## src/rtl/icu_pkg.sv

```systemverilog
package icu_pkg;
   // control word field positions
   localparam int CW_IE   = 0;
   localparam int CW_EXL  = 1;
   localparam int CW_UM   = 4;
   localparam int FLD_LO  = 8;   // mask (control) and pending (cause)
   // cause word field positions
   localparam int CS_CODE_LO = 2;
   localparam int CS_BD      = 31;

   typedef enum logic [4:0] {
      RSN_EXT_IRQ  = 5'd0,
      RSN_ADDR_LD  = 5'd4,
      RSN_ADDR_ST  = 5'd5,
      RSN_BUS_IF   = 5'd6,
      RSN_BUS_DATA = 5'd7,
      RSN_SYSCALL  = 5'd8,
      RSN_BREAK    = 5'd9,
      RSN_BAD_INSN = 5'd10,
      RSN_ARITH    = 5'd12
   } reason_e;
endpackage

```

## src/rtl/icu_sync.sv

```systemverilog
module icu_sync #(
   parameter int W      = 6,
   parameter int STAGES = 2
) (
   input  logic         clk,
   input  logic         rst_n,
   input  logic [W-1:0] d_i,
   output logic [W-1:0] q_o
);
   generate
      if (STAGES == 0) begin : g_pass
         assign q_o = d_i;
      end else begin : g_flops
         logic [STAGES-1:0][W-1:0] chain_q;
         always_ff @(posedge clk or negedge rst_n) begin
            if (!rst_n) begin
               chain_q <= '0;
            end else begin
               chain_q[0] <= d_i;
               for (int s = 1; s < STAGES; s++) chain_q[s] <= chain_q[s-1];
            end
         end
         assign q_o = chain_q[STAGES-1];
      end
   endgenerate
endmodule

```

## src/rtl/icu_prio.sv

```systemverilog
module icu_prio #(
   parameter int N  = 8,
   parameter int LW = 3
) (
   input  logic [N-1:0]  req_i,
   output logic          any_o,
   output logic [LW-1:0] idx_o
);
   always_comb begin
      idx_o = '0;
      for (int i = 0; i < N; i++) begin
         if (req_i[i]) idx_o = LW'(i);
      end
   end
   assign any_o = |req_i;
endmodule

```

## src/rtl/icu_mask_stack.sv

```systemverilog
module icu_mask_stack #(
   parameter int W     = 8,
   parameter int DEPTH = 4
) (
   input  logic         clk,
   input  logic         rst_n,
   input  logic         push_i,
   input  logic         pop_i,
   input  logic [W-1:0] din_i,
   output logic [W-1:0] top_o,
   output logic         empty_o,
   output logic         full_o,
   output logic         ovf_o
);
   localparam int IDX_W = $clog2(DEPTH);
   localparam int CNT_W = $clog2(DEPTH + 1);

   logic [DEPTH-1:0][W-1:0] slot_q;
   logic [CNT_W-1:0]        cnt_q;
   logic                    ovf_q;

   assign empty_o = (cnt_q == '0);
   assign full_o  = (cnt_q == CNT_W'(DEPTH));
   assign top_o   = empty_o ? '0 : slot_q[IDX_W'(cnt_q - 1'b1)];
   assign ovf_o   = ovf_q;

   always_ff @(posedge clk or negedge rst_n) begin
      if (!rst_n) begin
         slot_q <= '0;
         cnt_q  <= '0;
         ovf_q  <= 1'b0;
      end else if (push_i) begin
         if (full_o) begin
            ovf_q <= 1'b1;
         end else begin
            slot_q[IDX_W'(cnt_q)] <= din_i;
            cnt_q <= cnt_q + 1'b1;
         end
      end else if (pop_i && !empty_o) begin
         cnt_q <= cnt_q - 1'b1;
      end
   end
endmodule

```

## src/rtl/irq_cause_unit.sv

```systemverilog
module irq_cause_unit
   import icu_pkg::*;
#(
   parameter int N_HW        = 6,
   parameter int N_SW        = 2,
   parameter int SYNC_STAGES = 2,
   parameter int STACK_DEPTH = 4,
   parameter int CODE_W      = 5,
   localparam int NLVL       = N_HW + N_SW,
   localparam int LVL_W      = $clog2(NLVL)
) (
   input  logic              clk,
   input  logic              rst_n,
   input  logic [N_HW-1:0]   irq_lines_i,
   input  logic              trap_valid_i,
   input  logic [CODE_W-1:0] trap_code_i,
   input  logic              trap_in_delay_i,
   input  logic              ret_i,
   input  logic              reg_wr_en_i,
   input  logic              reg_wr_sel_i,
   input  logic [31:0]       reg_wr_data_i,
   input  logic              reg_rd_sel_i,
   output logic [31:0]       reg_rd_data_o,
   output logic              irq_take_o,
   output logic [LVL_W-1:0]  irq_level_o,
   output logic              stack_ovf_o
);
   generate
      if (NLVL != 8) begin : g_bad_levels
         $error("irq_cause_unit: hardware plus software levels must total 8");
      end
      if (STACK_DEPTH < 2) begin : g_bad_depth
         $error("irq_cause_unit: STACK_DEPTH must be at least 2");
      end
      if (CODE_W != 5) begin : g_bad_code
         $error("irq_cause_unit: reason code field is 5 bits wide");
      end
   endgenerate

   logic [NLVL-1:0]   mask_q;
   logic              um_q, exl_q, ie_q, bd_q;
   logic [N_SW-1:0]   sw_pend_q;
   logic [CODE_W-1:0] code_q;
   logic [N_HW-1:0]   hw_pend;
   logic [NLVL-1:0]   pend, act, keep;
   logic              any_act, push, pop, ret_eff;
   logic [NLVL-1:0]   stk_top;
   logic              stk_empty, stk_full;

   icu_sync #(.W(N_HW), .STAGES(SYNC_STAGES)) u_sync (
      .clk(clk), .rst_n(rst_n), .d_i(irq_lines_i), .q_o(hw_pend)
   );

   assign pend = {hw_pend, sw_pend_q};
   assign act  = pend & mask_q;

   icu_prio #(.N(NLVL), .LW(LVL_W)) u_prio (
      .req_i(act), .any_o(any_act), .idx_o(irq_level_o)
   );

   assign irq_take_o = ie_q & ~exl_q & any_act & ~trap_valid_i;
   assign ret_eff    = ret_i & ~trap_valid_i;
   assign push       = irq_take_o | trap_valid_i;
   assign pop        = ret_eff & ~irq_take_o;

   // levels strictly above the taken one stay open
   always_comb begin
      for (int i = 0; i < NLVL; i++) keep[i] = (LVL_W'(i) > irq_level_o);
   end

   icu_mask_stack #(.W(NLVL), .DEPTH(STACK_DEPTH)) u_stack (
      .clk(clk), .rst_n(rst_n), .push_i(push), .pop_i(pop), .din_i(mask_q),
      .top_o(stk_top), .empty_o(stk_empty), .full_o(stk_full), .ovf_o(stack_ovf_o)
   );

   always_ff @(posedge clk or negedge rst_n) begin
      if (!rst_n) begin
         mask_q    <= '0;
         um_q      <= 1'b0;
         exl_q     <= 1'b0;
         ie_q      <= 1'b0;
         bd_q      <= 1'b0;
         sw_pend_q <= '0;
         code_q    <= '0;
      end else begin
         if (reg_wr_en_i && !reg_wr_sel_i) begin
            mask_q <= reg_wr_data_i[FLD_LO +: NLVL];
            um_q   <= reg_wr_data_i[CW_UM];
            exl_q  <= reg_wr_data_i[CW_EXL];
            ie_q   <= reg_wr_data_i[CW_IE];
         end
         if (reg_wr_en_i && reg_wr_sel_i) begin
            sw_pend_q <= reg_wr_data_i[FLD_LO +: N_SW];
         end
         // entry and return events take precedence over a same-cycle write
         if (trap_valid_i) begin
            exl_q  <= 1'b1;
            code_q <= trap_code_i;
            bd_q   <= trap_in_delay_i;
         end else if (irq_take_o) begin
            exl_q  <= 1'b1;
            code_q <= CODE_W'(RSN_EXT_IRQ);
            bd_q   <= 1'b0;
            mask_q <= mask_q & keep;
         end else if (ret_eff) begin
            exl_q <= 1'b0;
            if (!stk_empty) mask_q <= stk_top;
         end
      end
   end

   always_comb begin
      reg_rd_data_o = '0;
      if (!reg_rd_sel_i) begin
         reg_rd_data_o[FLD_LO +: NLVL] = mask_q;
         reg_rd_data_o[CW_UM]          = um_q;
         reg_rd_data_o[CW_EXL]         = exl_q;
         reg_rd_data_o[CW_IE]          = ie_q;
      end else begin
         reg_rd_data_o[CS_BD]                = bd_q;
         reg_rd_data_o[FLD_LO +: NLVL]       = pend;
         reg_rd_data_o[CS_CODE_LO +: CODE_W] = code_q;
      end
   end
endmodule

```

## config.mk

```make
export PLATFORM = sky130hd
export DESIGN_NAME = irq_cause_unit
export DESIGN_NICKNAME = d
export VERILOG_FILES = /design/src/rtl/icu_pkg.sv /design/src/rtl/icu_sync.sv /design/src/rtl/icu_prio.sv /design/src/rtl/icu_mask_stack.sv /design/src/rtl/irq_cause_unit.sv
export SDC_FILE = /design/constraint.sdc
export NUM_CORES = 1
export LEC_CHECK = 0
export ABC_AREA = 1
export BUFFER_PORTS_ARGS = -buffer_cell sky130_fd_sc_hd__buf_2
export CAP_MARGIN = 40
export CORE_MARGIN = 3
export CORE_UTILIZATION = 53
export CTS_CLUSTER_DIAMETER = 80
export DETAILED_ROUTE_END_ITERATION = 8
export GPL_TIMING_DRIVEN = 0
export PLACE_DENSITY = 0.89
export SYNTH_ARGS = -nofsm -noshare
export SYNTH_HDL_FRONTEND = slang
export SYNTH_SLANG_ARGS = --single-unit
```

## constraint.sdc

```tcl
create_clock -name clk -period 2.6 [get_ports clk]
set_input_delay 0 -clock clk [delete_from_list [all_inputs] [get_ports clk]]
set_output_delay 0 -clock clk [all_outputs]
set_load 0.01 [all_outputs]
```

==> results of run 1 <==
logic make-up after synthesis:
| logic type | Yosys count | share of synthesized area |
|---|---|---|
| AO/OA/AOI/OAI | 59 | 0.0912 |
| XOR/XNOR | 2 | 0.00499 |
| adder cells (fa/ha/maj) | 5 | 0.0178 |
| buffers and inverters | 66 | 0.103 |
| flip-flops | 67 | 0.477 |
| multiplexers | 2 | 0.00641 |
| other | 1 | 0.00107 |
| AND/OR/NAND/NOR | 237 | 0.298 |
repair_timing:
item / in CTS / in global routing
hold endpoints to repair: 84 / 0
hold buffers: 24 / 0
setup endpoints to repair: 32 / 4
gates resized for setup: 3 / 3
area by class of cell:
type	count	share of cell area
plain buffers	36	0.0581
clock buffers	11	0.0302
clock inverters	5	0.0124
inverters	29	0.0253
multi-input cells	321	0.353
flip-flops and latches	67	0.386
well taps	77	0.0222
repair buffers	74	0.113
sequential cells by signal (all words and copies together) (netlist names):
register                cells
u_stack.slot_q             32
mask_q                      8
u_sync.g_flops.chain_q      6
u_sync.q_o                  6
code_q                      5
u_stack.cnt_q               3
sw_pend_q                   2
bd_q                        1
exl_q                       1
ie_q                        1
u_stack.ovf_o               1
um_q                        1
critical path: stages, from the launching register on:
cell,delay [ns]
dfrtp_1,0.37
buf_2,0.23
clkinv_2,0.18
buf_2,0.26
ha_2,0.36
inv_1,0.14
clkbuf_4,0.23
o21ai_0,0.12
o211ai_1,0.22
o211ai_1,0.12
nand2_1,0.09
synth_stat cells, types with 5 or more instances:
cell / number
nand4_1: 27
o21ai_0: 44
nor2_1: 31
o211ai_1: 9
buf_4: 17
ha_1: 5
nand3_1: 24
nand2_1: 143
dfrtp_1: 67
inv_1: 26
clkbuf_1: 9
nand2_4: 5
per-layer routing:
metal | vias to the layer above | global-route usage | share of wire
met4 | 0 | 0.162 | 0.054
li1 | 1596 | - | -
met3 | 81 | 0.0719 | 0.12
met1 | 1641 | 0.358 | 0.34
met5 | - | 0 | 0
met2 | 323 | 0.517 | 0.49
report_power, final:
group | leakage (nW) | total, mW | internal [mW] | switching (mW)
clock | 0.0971 | 0.857 | 0.440 | 0.416
sequential | 0.819 | 1.67 | 1.38 | 0.287
combinational | 1.38 | 1.90 | 0.645 | 1.25
stage by stage:
stage                     utilization  setup WS, ns  instances
after floorplan                     -         0.525        454
after global placement          0.613        -0.176        581
after detailed placement        0.613        -0.185        581
after CTS                       0.680         0.133        620
after global routing            0.681        0.0806        620
final                           0.681         0.222        620
path summary, 6_finish.rpt:
path | startpoint | end | slack (ns) | depth (start not counted)
hold / removal | reg_wr_data_i[14] | mask_q[6] | 0.05 | 5
setup reg to reg | u_stack.cnt_q[0] | mask_q[5] | 0.22 | 10
hold reg to reg | u_sync.g_flops.chain_q[5] | u_sync.q_o[5] | 0.35 | 0
min in group asynchronous | rst_n | code_q[1] | 0.28 | 2
setup / recovery | u_stack.cnt_q[0] | mask_q[5] | 0.22 | 10
max in group asynchronous | rst_n | u_stack.slot_q[27] | 1.74 | 2
placed cells by master, fill, tap and decap left out, types with 3 or more instances in the layout:
cell,n
a21oi_1,3
buf_1,4
buf_2,52
buf_4,18
clkbuf_1,9
clkbuf_8,9
clkinv_2,4
conb_1,16
dfrtp_1,67
dlygate4sd3_1,24
ha_1,4
inv_1,26
nand2_1,143
nand2_4,5
nand3_1,24
nand4_1,27
nor2_1,30
o211ai_1,9
o21ai_0,44
==> metrics.md, run 1 <==
| Metric | Value |
|---|---|
| Vias after detailed routing | between 3000 and 4000 |
| Detailed placement HPWL | around 6500 um |
| CTS tree | yes |
| VDD IR-drop max | roughly 710 uV |
| WHS | around 0.048 ns |
| Syn. warnings | 0 |
| Post-synth top flop | dfrtp_1 |
| Max-cap violations | 0 |
| Initial antenna violation count | 0 |
| Core Box Area | ~0.0064 mm^2 |
| Post-synthesis sequential area ratio | 0.477 |
| Critical path data arrival time | 2.68 ns |
| Die area | ~0.0076 mm^2 |
| Largest cells by area after synthesis | dfrtp_1, nand2_1, o21ai_0, nand4_1, buf_4 |
| Buffers on Ports | 50 |
| Fillers | around 450 |
| Mapped Area | 0.00351 mm^2 |
| Number of global-route vias before repair | 3537 |
| Drt via density | between 5 and 6 |
| PwrDens | between 1000 and 1500 mW/mm^2 |
| Worst slew pin tran | 0.847 ns |
| Ant diodes | 0 |
| Total CTS buffers | 9 |
| # rows | 29 |
| DRT Wirelength | 10900 um |
| Setup bufs post-CTS | 0 |
| Leading area contributor after synthesis | dfrtp_1 |
| Worst-skew pair later-pin latency | between 0.3 and 0.4 ns |
| CTS Buffer Depth | 2 |
| Layout cell share with drive strength beyond 1 | 0.197 |
| Cells after Synth | ~440 |
| Status | finished, final reports clean |
| Drt pass-1 iters | 6 |
| Average wire per standard cell | about 18 um |
| Final Setup Violations | 0 |
| Die Ht | 87.4 um |
| Hold WC Path Type | primary input to flop |
| Global placement routability congestion | approximately 0.91 |
| Max-slew violations | 0 |
| Crit Path Category | flop to flop |
| Startpoint types | flop |
| Final Skew | 0.0164 ns |
| GRT Total Usage | 0.306 |
| Nets | roughly 590 |
| Asr flop ratio synth | 1.00 |
| Design Area, Final | between 0.004 and 0.005 mm^2 |
| Root Buffer | clkbuf_8 |
| RSZ-0062 raised after global routing | no |
| Worst-path clk slew | roughly 0.080 ns |
| Cell variety after synth | 30 |
| Crit path max fanout | 12 |
| Yosys reg bits | 67 |
| DRC | 0 |
| Final Hold Vio Count | 0 |
| Sink Count | 67 |
| P&R area growth vs syn | 23.8% |
| Routed Antenna Nets | 0 |
| FF+latch area | 0.00168 mm^2 |
| # H-tree levels | 3 |
| Width of the die | about 87 um |
| Worst setup EP type | flop |
| Mean post-synth cell area | between 8 and 9 um^2 |
| Number of synthesized flops with an enable pin | 0 |
| First-pass GRT wire length | about 18000 um |
| Area after DPL | roughly 0.0039 mm^2 |
| Lkg Pwr | about 2.3 nW |
| Max Clock Freq | approximately 0.42 GHz |
| Fin Setup TNS | 0 ns |
| Multi-input combinational cell area | 0.00154 mm^2 |
| Final period util | 0.915 |
| 1st-iter DRT viols | approximately 650 |
| Total gr overflow | 0 |
| Area share of the largest cell type after synthesis | 0.477 |
| Io pins | 88 |
| Tmin final | between 2 and 2.5 ns |
| Tot Pwr | 4.42 mW |
| Initial core utilization | 0.550 |
| Largest net degree at the start of global routing | 68 |
| Worst Path Required | roughly 2.9 ns |
| Relative slew margins | 0.435 |
No activity file was read; power rests on OpenSTA's default activity.
==> run 2, diff against run 1 <==
- BUFFER_PORTS_ARGS: -buffer_cell sky130_fd_sc_hd__buf_2 -> not set
- CORE_UTILIZATION: 53 -> 54
- DONT_BUFFER_PORTS: not set -> 1
- PLACE_DENSITY: 0.89 -> 0.78
==> metrics.md, run 2 (synthesized netlist as in run 1, its figures left out) <==
| Metric | Value |
|---|---|
| Drt pass-1 iters | 6 |
| Ant diodes | 0 |
| # rows | 28 |
| Reg2Reg Setup Slack | between 0.15 and 0.2 ns |
| Reg with most FFs | u_stack.slot_q |
| Worst-path clk slew | 0.07 ns |
| Final WS setup | approximately 0.19 ns |
| DRC | 0 |
| Max-cap violations | 0 |
| CTS Buffer Depth | 2 |
| Nets | 550 |
| VDD IR-drop max | between 500 and 600 uV |
| Startpoint types | flop |
| Root Buffer | clkbuf_8 |
| # H-tree levels | 3 |
| Area after DPL | 0.00366 mm^2 |
| Lkg Pwr | 2.15 nW |
| P&R area growth vs syn | 19.8% |
| Total CTS buffers | 9 |
| Routed Antenna Nets | 0 |
| Max Clock Freq | about 0.41 GHz |
| Sink Count | 67 |
| Initial antenna violation count | 0 |
| Commonest cells after routing, fill and taps aside | nand2_1, dfrtp_1, o21ai_0 |
| Relative slew margins | 0.639 |
| CTS tree | yes |
| Final Setup Violations | 0 |
| 1st-iter DRT viols | between 300 and 400 |
| GRT Total Usage | 0.263 |
| Die area | around 0.0075 mm^2 |
| Critical path data arrival time | 2.70 ns |
| Worst Path Required | roughly 2.9 ns |
| Average wire per standard cell | 16.3 um |
| Vias after detailed routing | 3187 |
| Setup bufs post-CTS | 0 |
| Largest regs | u_stack.slot_q: 32 flops, mask_q: 8 flops |
| Status | finished, final reports clean |
| Final Skew | just under 0.008 ns |
| Layout cell share with drive strength beyond 1 | 0.120 |
| Design Area, Final | between 0.004 and 0.005 mm^2 |
| Initial core utilization | 0.576 |
| Io pins | 88 |
| Final period util | 0.928 |
| First-pass GRT wire length | between 15000 and 20000 um |
| Worst setup EP type | flop |
| Most common cell after layout, fill and taps aside | nand2_1 |
| Largest net degree at the start of global routing | 68 |
| Dpl ws | -0.144 ns |
| Fillers | 477 |
| Number of global-route vias before repair | around 3100 |
| Crit Path Category | flop to flop |
| Final Hold Vio Count | 0 |
| Worst slew pin tran | 0.541 ns |
| Global placement routability congestion | 0.981 |
| Worst-skew pair later-pin latency | roughly 0.36 ns |
| RSZ-0062 raised after global routing | no |
| Buffers on Ports | 0 |
| Hold WC Path Type | primary input to flop |
| Tot Pwr | between 4 and 5 mW |
| Largest register FFs | 32 |
| Core Box Area | 0.00610 mm^2 |
| Max-slew violations | 0 |
| PwrDens | around 1100 mW/mm^2 |
| Crit path max fanout | 12 |
| Die Ht | 86.6 um |
| Drt via density | between 5 and 6 |
| Tmin final | ~2.4 ns |
| Detailed placement HPWL | between 6000 and 7000 um |
| DRT Wirelength | 9330 um |
| Fin Setup TNS | 0 ns |
| Width of the die | around 87 um |
| Total gr overflow | 0 |
| WHS | 0.0466 ns |
run 2: area by class of cell:
type | count | area, um^2 | area share
buffer | 37 | 258 | 0.0612
clock buffer | 12 | 155 | 0.0369
clock inverter | 4 | 72.6 | 0.0172
inverter | 29 | 110 | 0.0262
multi-input combinational | 321 | 1540 | 0.365
sequential | 67 | 1680 | 0.398
tap | 75 | 93.8 | 0.0223
timing repair buffer | 29 | 308 | 0.0731
run 2: path summary, 6_finish.rpt:
path | cells after the start | endpoint | from
max in group asynchronous | 2 | u_sync.q_o[1] | rst_n
worst min register to register | 0 | u_sync.q_o[2] | u_sync.g_flops.chain_q[2]
worst min-delay path | 5 | mask_q[7] | reg_wr_sel_i
worst max register to register | 10 | mask_q[5] | u_stack.cnt_q[0]
worst max-delay path | 10 | mask_q[5] | u_stack.cnt_q[0]
min in group asynchronous | 2 | u_stack.slot_q[7] | rst_n
run 2: what timing repair did:
item,CTS,global route
hold endpoints to repair,93,0
setup endpoints to repair,32,6
hold buffers,29,0
resized for setup,4,3
run 2: power breakdown:
group	total, mW	switching, mW	internal [mW]
registers	1.67	0.288	1.38
logic	1.76	1.16	0.601
clock network	1.01	0.415	0.591
run 2: worst max-delay path, stage by stage (launching register included):
cell      delay [ns]
dfrtp_1         0.41
clkbuf_4        0.20
clkinv_2        0.14
buf_2           0.29
ha_2            0.38
inv_1           0.13
buf_2           0.23
o21ai_0         0.12
o211ai_1        0.24
o211ai_1        0.12
nand2_1         0.08
run 2: layer usage:
metal / wire [um] / GRT usage
met1: 3780 / 0.318
met4: 202 / 0.0949
met3: 696 / 0.0837
met2: 4660 / 0.442
met5: 0 / 0
run 2: through the flow:
step,util,std cells
2_1_floorplan,-,454
3_3_place_gp,0.601,529
3_5_place_dp,0.601,529
4_1_cts,0.690,574
5_1_grt,0.690,574
6_report,0.690,574
